--- src/rtl/irq_pkg.sv ---
package irq_pkg;

    localparam int CAUSE_W = 8;
    localparam int SW_W    = 2;
    localparam int HW_W    = CAUSE_W - SW_W;
    localparam int PIN_W   = 5;

    typedef enum logic {
        SEL_CAUSE  = 1'b0,
        SEL_STATUS = 1'b1
    } wr_sel_e;

    typedef struct packed {
        logic [HW_W-1:0] hw;
        logic [SW_W-1:0] sw;
    } cause_t;

    typedef struct packed {
        logic          en;
        wr_sel_e       sel;
        logic [CAUSE_W-1:0] data;
    } reg_wr_t;

    // Builds the hardware cause bits from active-low inputs.
    // Result order (MSB first): int5|timer, int4, internal, int2, int1, int0
    function automatic logic [HW_W-1:0] map_hw(
        input logic [PIN_W-1:0] pins_n,
        input logic             sys_n,
        input logic             tmr
    );
        logic [HW_W-1:0] r;
        r[5] = ~pins_n[4] | tmr;
        r[4] = ~pins_n[3];
        r[3] = ~sys_n;
        r[2] = ~pins_n[2];
        r[1] = ~pins_n[1];
        r[0] = ~pins_n[0];
        return r;
    endfunction

endpackage

--- src/rtl/irq_hw_sources.sv ---
module irq_hw_sources
    import irq_pkg::*;
(
    input  logic                 clk,
    input  logic                 rst,
    input  logic [PIN_W-1:0]     pin_irq_n,
    input  logic                 sys_irq_n,
    input  logic                 timer_irq,
    input  logic                 boot_timer_en,
    output logic [HW_W-1:0]      hw_nx,
    output logic [HW_W-1:0]      hw_q
);

    logic timer_en_q;
    logic timer_gated;

    always_ff @(posedge clk) begin
        if (rst) begin
            timer_en_q <= boot_timer_en;
        end
    end

    assign timer_gated = timer_irq & timer_en_q;

    always_comb begin
        hw_nx = map_hw(pin_irq_n, sys_irq_n, timer_gated);
    end

    always_ff @(posedge clk) begin
        if (rst) hw_q <= '0;
        else     hw_q <= hw_nx;
    end

    // captured timer enable never changes outside reset
    a_r8_timer_en_fixed: assert property (@(posedge clk) disable iff (rst)
        !$past(rst) |-> $stable(timer_en_q));

endmodule

--- src/rtl/irq_sw_regs.sv ---
module irq_sw_regs
    import irq_pkg::*;
(
    input  logic                 clk,
    input  logic                 rst,
    input  reg_wr_t              wr,
    output logic [SW_W-1:0]      sw_nx,
    output logic [SW_W-1:0]      sw_q,
    output logic [CAUSE_W-1:0]   mask_nx,
    output logic [CAUSE_W-1:0]   mask_q
);

    logic hit_cause;
    logic hit_status;

    assign hit_cause  = wr.en && (wr.sel == SEL_CAUSE);
    assign hit_status = wr.en && (wr.sel == SEL_STATUS);

    always_comb begin
        sw_nx   = hit_cause  ? wr.data[SW_W-1:0] : sw_q;
        mask_nx = hit_status ? wr.data           : mask_q;
    end

    always_ff @(posedge clk) begin
        if (rst) begin
            sw_q   <= '0;
            mask_q <= '0;
        end else begin
            sw_q   <= sw_nx;
            mask_q <= mask_nx;
        end
    end

    // software bits hold unless a cause write occurred
    a_r5_sw_hold: assert property (@(posedge clk) disable iff (rst)
        (!$past(rst) && !$past(hit_cause)) |-> $stable(sw_q));

    // mask holds unless a status write occurred
    a_r6_mask_hold: assert property (@(posedge clk) disable iff (rst)
        (!$past(rst) && !$past(hit_status)) |-> $stable(mask_q));

endmodule

--- src/rtl/irq_request.sv ---
module irq_request
    import irq_pkg::*;
(
    input  logic                 clk,
    input  logic                 rst,
    input  logic [CAUSE_W-1:0]   cause_nx,
    input  logic [CAUSE_W-1:0]   mask_nx,
    input  logic [CAUSE_W-1:0]   mask_q,
    output logic                 exc_req
);

    logic [CAUSE_W-1:0] hit;

    generate
        for (genvar i = 0; i < CAUSE_W; i++) begin : g_bit
            assign hit[i] = cause_nx[i] & mask_nx[i];
        end
    endgenerate

    always_ff @(posedge clk) begin
        if (rst) exc_req <= 1'b0;
        else     exc_req <= |hit;
    end

    // no request can be raised while the whole mask is clear
    a_r7_no_req_unmasked: assert property (@(posedge clk) disable iff (rst)
        (mask_q == '0) |-> !exc_req);

endmodule

--- src/rtl/cpu_irq_combiner.sv ---
module cpu_irq_combiner
    import irq_pkg::*;
(
    input  logic                 clk,
    input  logic                 rst,
    input  logic [4:0]           pin_irq_n,
    input  logic                 sys_irq_n,
    input  logic                 timer_irq,
    input  logic                 boot_timer_en,
    input  logic                 wr_en,
    input  logic                 wr_sel,
    input  logic [7:0]           wr_data,
    output logic [7:0]           cause_rd,
    output logic [7:0]           mask_rd,
    output logic                 exc_req
);

    logic [HW_W-1:0]    hw_nx;
    logic [HW_W-1:0]    hw_q;
    logic [SW_W-1:0]    sw_nx;
    logic [SW_W-1:0]    sw_q;
    logic [CAUSE_W-1:0] mask_nx;
    logic [CAUSE_W-1:0] mask_q;
    reg_wr_t            wr;
    cause_t             cause_nx;
    cause_t             cause_q;

    assign wr.en   = wr_en;
    assign wr.sel  = wr_sel_e'(wr_sel);
    assign wr.data = wr_data;

    irq_hw_sources u_hw (
        .clk           (clk),
        .rst           (rst),
        .pin_irq_n     (pin_irq_n),
        .sys_irq_n     (sys_irq_n),
        .timer_irq     (timer_irq),
        .boot_timer_en (boot_timer_en),
        .hw_nx         (hw_nx),
        .hw_q          (hw_q)
    );

    irq_sw_regs u_sw (
        .clk     (clk),
        .rst     (rst),
        .wr      (wr),
        .sw_nx   (sw_nx),
        .sw_q    (sw_q),
        .mask_nx (mask_nx),
        .mask_q  (mask_q)
    );

    always_comb begin
        cause_nx.hw = hw_nx;
        cause_nx.sw = sw_nx;
        cause_q.hw  = hw_q;
        cause_q.sw  = sw_q;
    end

    irq_request u_req (
        .clk      (clk),
        .rst      (rst),
        .cause_nx (cause_nx),
        .mask_nx  (mask_nx),
        .mask_q   (mask_q),
        .exc_req  (exc_req)
    );

    assign cause_rd = cause_q;
    assign mask_rd  = mask_q;

    // cause bit 14 follows its pin one clock later
    a_r2_int4_follow: assert property (@(posedge clk) disable iff (rst)
        !$past(rst) |-> (cause_rd[6] == !$past(pin_irq_n[3])));

endmodule

--- config.mk ---
export PLATFORM = sky130hd
export DESIGN_NAME = cpu_irq_combiner
export DESIGN_NICKNAME = d
export VERILOG_FILES = /design/src/rtl/irq_pkg.sv /design/src/rtl/irq_hw_sources.sv /design/src/rtl/irq_sw_regs.sv /design/src/rtl/irq_request.sv /design/src/rtl/cpu_irq_combiner.sv
export SDC_FILE = /design/constraint.sdc
export NUM_CORES = 1
export LEC_CHECK = 0
export BUFFER_PORTS_ARGS = -buffer_cell sky130_fd_sc_hd__buf_4
export CORE_MARGIN = 5
export CORE_UTILIZATION = 25
export CTS_BUF_LIST = sky130_fd_sc_hd__clkbuf_16
export CTS_CLUSTER_DIAMETER = 50
export DETAILED_ROUTE_END_ITERATION = 16
export GPL_TIMING_DRIVEN = 1
export PLACE_DENSITY = 0.53
export SLEW_MARGIN = 10
export SYNTH_ARGS = -nofsm -noshare
export SYNTH_HDL_FRONTEND = slang
export SYNTH_HIERARCHICAL = 1
export SYNTH_SLANG_ARGS = --single-unit
--- constraint.sdc ---
create_clock -name clk -period 1.03 [get_ports clk]
set_input_delay 0.1545 -clock clk [delete_from_list [all_inputs] [get_ports clk]]
set_output_delay 0.1545 -clock clk [all_outputs]
set_load 0.02 [all_outputs]
# [Yosys cells after proc, flatten, opt, wreduce, memory -nomap -nowiden]
# Index checks and enable logic that the tools add are counted.
[word_totals] rom_bits=0 mem_count=0 out_inout_bits=17 latchBits=0 ram_bits=0 register_bits=18
[classes] shift=0 n_lt_le_gt_ge=0 add_sub_neg=0 n_mux=2 bitwise=17 n_reduce_logical=3 div_mod_pow=0 n_eq_ne=0 multipliers=0
[op_table] operator="$and 1x1->1" count=9
[op_table] operator="$mux 8" count=1
[op_table] operator="$reduce_or 8->1" count=1
[op_table] operator="$not 1->1" count=7
[op_table] operator="$logic_and 1x1->1" count=2
[op_table] operator="$mux 2" count=1
[op_table] operator="$or 1x1->1" count=1

# [Longest topological paths before layout]
[logic_depth] depth_word=5 depth_mapped=5 mapped_depth_nobuf=4

# [By module]
# The synthesis kept the hierarchy.
[modules_own_cells] mod="irq_sw_regs" seq_area_each_um2=200.2 instances=1 cells_per_inst=54 area_per_inst_um2=536.8
[modules_own_cells] mod="irq_hw_sources" seq_area_each_um2=150.1 instances=1 cells_per_inst=20 area_per_inst_um2=203.9
[modules_own_cells] mod="irq_request" seq_area_each_um2=20.0 instances=1 cells_per_inst=6 area_per_inst_um2=58.8

# [Least setup slack after synthesis]
# No wires, ideal clock.
[synth_timing] kind="register -> register" start="register u_sw.mask_q[0]" end="register u_req.exc_req" setup_ps=135 path_buffers=0 path_slack_ps=-36 synth_period_minus_slack_ps=1066 path_stages_with_launch=4 arrival_time_ps=930 path_cell_list="dfxtp_1 -> mux2_1 -> a22oi_1 -> a41oi_1"
[synth_between] elab_chain_cells=3
[synth_rtl] element="start: declaration" line_no="irq_sw_regs.sv:10" source="output logic [CAUSE_W-1:0] mask_q"
[synth_rtl] element="start signal: assignment" line_no="irq_sw_regs.sv:30" source="mask_q <= mask_nx;"
[synth_rtl] element="$mux 8" line_no="irq_sw_regs.sv:21" source="mask_nx = hit_status ? wr.data : mask_q;"
[synth_rtl] element="via mask_nx[0]" line_no="cpu_irq_combiner.sv:22" source="logic [CAUSE_W-1:0] mask_nx;"
[synth_rtl] element="$and 1x1->1" line_no="irq_request.sv:16" source="assign hit[i] = cause_nx[i] & mask_nx[i];"
[synth_rtl] element="$reduce_or 8->1" line_no="irq_request.sv:22" source="else exc_req <= |hit;"
[synth_rtl] element="end signal: assignment" line_no="irq_request.sv:22"
[synth_rtl] element="end: declaration" line_no="irq_request.sv:9" source="output logic exc_req"
# The timed path passes the listed nets, and every way through them passes these cells.
# A chain may end at the register's enable or synchronous reset.

# [Final worst setup path]
[layout_timing] start="register u_sw.mask_q[1]" end="register u_req.exc_req"
# Same word-level chain as after synthesis.

==> summary by stage <==
STA
The final period utilization is 0.999. The final-report max-slew violation count was 0. The total setup violations reported at the end of the flow is 0. The aggregate negative setup slack is 0 ns. For this run, the top clock speed supported by timing is around 970 MHz. The transition time at the pin with the least slew margin is 0.243 ns. Headroom to the max-slew limit came out at 0.838. The routed design could run at a clock period as short as roughly 1 ns.

Between clock sinks in the finished design, the worst skew comes to roughly 0.00022 ns. The hold violation count in the final report came to 0. Setup repair after global routing could not meet its margin everywhere.

Layout
From synthesis to final layout, the design area changed by 69.8%. The end-of-flow core utilization is 0.445. The final antenna diode count is 0.

The leading cell type in the layout, fill and taps excluded is sky130_fd_sc_hd__buf_4. In the final layout, the share of cells above drive strength 1 is 0.644. The final net count is between 150 and 200. The top cell types in the final layout, fill and taps aside, are sky130_fd_sc_hd__buf_4 (50), sky130_fd_sc_hd__dfxtp_1 (11).

Power and ir drop
The power density over the cells is 1420 nW/um^2. The internal power of the cells is 1.46 mW. The net switching power of the design is about 0.46 mW.

Of the total power, the share spent switching nets is 0.241. VDD sags by at most around 0.53 mV. Of the total power, combinational logic draws 0.195. The share of total power dissipated in sequential elements is 0.396.

The share of total power dissipated in the clock network is 0.409. Summed over all cells, the static leakage comes to about 0.65 nW.

Run
The max-cap violation count is 0.

Clocking
The number of H-tree branching levels is 1. The root buffer selected by CTS is sky130_fd_sc_hd__clkbuf_16. Buffers added to address setup during post-CTS repair amount to 0. The number of CTS-inserted buffers is 3. The TritonCTS clock tree is done. No sink is reached through more buffers than the 2 on the longest clock path.

The TritonCTS sink count is 18. The clock transition time at the flip-flop clock pins of the worst setup and hold paths is 0.05 ns. The clock latency of the later-clocked register in the worst-skew pair is roughly 0.25 ns. After clock tree synthesis, the flow added hold-fix buffers numbering 0.

Synth
The fraction of the mapped netlist area in adder cells is 0. The share of synthesized area occupied by flip-flops and latches is 0.463. The xor/xnor cell area share of the yosys netlist is 0. The proportion of synthesized area in mux cells is 0.116. The Yosys warning count is 6.

Counting every instance in the synthesized netlist gives 80. The simple-gate area share of the yosys netlist is 0.180. Synthesis produced a netlist with a net count of 100. The number of library cell types mapped by synthesis is 20.

Dividing the synthesized area by the synthesized cell count gives 9.99 um^2. The synthesized flop and latch total is 18. The complex-gate fraction of the synthesized area is 0.191. After synthesis, the largest family of logic cells by area is compound AO/OA/AOI/OAI gates.

The cell area that synthesis handed to floorplanning was roughly 800 um^2.

Die
The die covers around 4400 um^2. The vertical die dimension is approximately 67 um. The die is about 67 um wide. The number of core rows is 20. The region available for standard cell placement spans around 3100 um^2. The starting density of the core is 0.262.

The I/O pin count is 37.

Critical path
The worst stage delay on the critical path is about 0.33 ns. Data on the critical path arrives at its endpoint at about 1.2 ns. The worst register-to-register path ends at u_req/exc_req.

Traced cell by cell, the critical path runs through mux2_2, a22oi_2, a41oi_2. The start-to-end type of the worst setup path is reg -> reg. The minimum setup slack among reg-to-reg paths is approximately 0.0008 ns. The worst reg2reg path startpoint is u_sw/mask_q[1]. The length in cells of the worst reg-to-reg path is 3.

The sum of buffers and inverters on the critical path is 0. The standard cell with the maximum stage delay on the critical path is sky130_fd_sc_hd__dfxtp_2. The category of the worst setup path capture point is a flop. The family of cells with the greatest summed delay on the critical path is flip-flops. For the worst setup path, the data required time is about 1.2 ns. The worst setup path is launched from a flop. Along the worst path, the maximum fanout reaches 3.

Worst hold path
The path class of the tightest hold or removal check is in -> reg. The worst hold path was traced through 2 stages. The hold path startpoint is pin_irq_n[3]. The path with the worst hold slack has its endpoint at u_hw/hw_q[4].

Route
The number of antenna-violating nets in the routed design is 0. The via count normalized by instance count is between 4 and 5. The pre-antenna-repair detailed-routing pass consisted of 3 iterations.

Wires add up to 2240 um. The via count is 748. For this run, design rule violations remaining after detail routing come to 0. The DRC marker count from the first detailed-route iteration is 34. Dividing the detail-routed wire length by the instance count gives between 10 and 15 um.

Global routing
Entering global routing, the biggest net connects 21 pins. Global routing finished with a remaining overflow of 0. The via count of the first global-routing pass is between 800 and 900.

The global routing usage summed across all routing layers is 0.108. The initial antenna violation count is 0. The first global-routing pass estimated ~3600 um of wire.

Placement
At the end of routability-driven placement, the weighted congestion stood at 0.888. Once detailed placement completed, the half-perimeter wirelength came to approximately 1700 um. In this run the tool buffered the top-level ports with 36 buffer cells.

Outcome
The run finished with clean final reports.
-- layout make-up --
type | count | area [um^2]
sequential | 18 | 378
inverter | 5 | 18.8
timing repair buffer | 51 | 395
clock buffer | 3 | 75.1
multi-input combinational | 54 | 432
fill | 323 | 1700
tap | 44 | 55.1
clock inverter | 1 | 3.75
-- registers in the layout, summed over array words and instances, names as in the netlist --
signal and flops:
u_sw/mask_q 8, u_hw/hw_q 6, u_sw/sw_q 2, u_hw/timer_en_q 1, u_req/exc_req 1
-- metrics by stage --
stage	instances	setup slack, ns	power, mW	hold slack [ns]	area [um^2]
global placement	172	-0.130	1.13	0.324	1240
global route	176	-0.0285	2.00	0.0713	1360
detailed placement	172	-0.158	1.13	0.324	1240
CTS	176	0.0134	1.93	0.0642	1330
finish	176	0.000791	1.93	0.0634	1360
floorplan	80	0.00117	0.938	0.217	807
-- how the worst max path moves through the flow --
| stage | start | end | slack, ns | cells past startpoint |
|---|---|---|---|---|
| 2_1_floorplan | u_sw/mask_q[0] | u_req/exc_req | 0.001 | 3 |
| 3_3_place_gp | wr_sel | u_req/exc_req | -0.13 | 5 |
| 3_5_place_dp | wr_sel | u_req/exc_req | -0.16 | 5 |
| 4_1_cts | u_sw/mask_q[1] | u_req/exc_req | 0.01 | 3 |
| 5_1_grt | u_sw/mask_q[4] | u_req/exc_req | -0.03 | 4 |
| 6_report | u_sw/mask_q[1] | u_req/exc_req | 0.0008 | 3 |
-- cell usage after synthesis, drive strengths merged --
library cell / count / area (um^2)
nand2b: 7 / 51.3
a21bo: 6 / 60.1
mux2: 4 / 52.6
nand2: 9 / 36.3
inv: 5 / 18.8
a21oi: 7 / 53.8
a41oi: 1 / 8.76
dfxtp: 17 / 340
nor2: 5 / 18.8
nand3: 6 / 30.0
and2: 1 / 7.51
a22oi: 4 / 30.0
mux2i: 4 / 40.0
buf: 3 / 21.3
edfxtp: 1 / 30.0
-- cells by family after synthesis --
logic type,count (synthesis)
flip-flops,18
AND/OR/NAND/NOR,28
buffers and inverters,8
AO/OA/AOI/OAI,18
multiplexers,8
-- worst register-to-register path, stage by stage (launching register included) --
cell,delay (ns)
sky130_fd_sc_hd__dfxtp_2,0.33
sky130_fd_sc_hd__mux2_2,0.27
sky130_fd_sc_hd__a22oi_2,0.18
sky130_fd_sc_hd__a41oi_2,0.13
-- layer usage --
metal / global-route usage / vias up / wire length (um)
met3: 0.0337 / 4 / 140
met2: 0.167 / 23 / 1060
li1: - / 375 / -
met1: 0.137 / 346 / 999
met5: 0 / - / 0
met4: 0.0457 / 0 / 40
-- what timing repair did --
action / in CTS / in global routing
endpoints found under the setup margin: 1 / 1
gates resized for setup: 3 / 7
hold endpoints to repair: 0 / 0
pin swaps: 2 / 2
-- power by group through the flow --
stage	registers [mW]	logic (mW)	clock network [mW]
2_1_floorplan	0.821	0.117	0
3_5_place_dp	0.777	0.353	0
3_3_place_gp	0.777	0.348	0
5_1_grt	0.767	0.406	0.830
6_report	0.763	0.375	0.789
4_1_cts	0.763	0.364	0.803
Note: power is estimated with default switching activity, not from simulation.
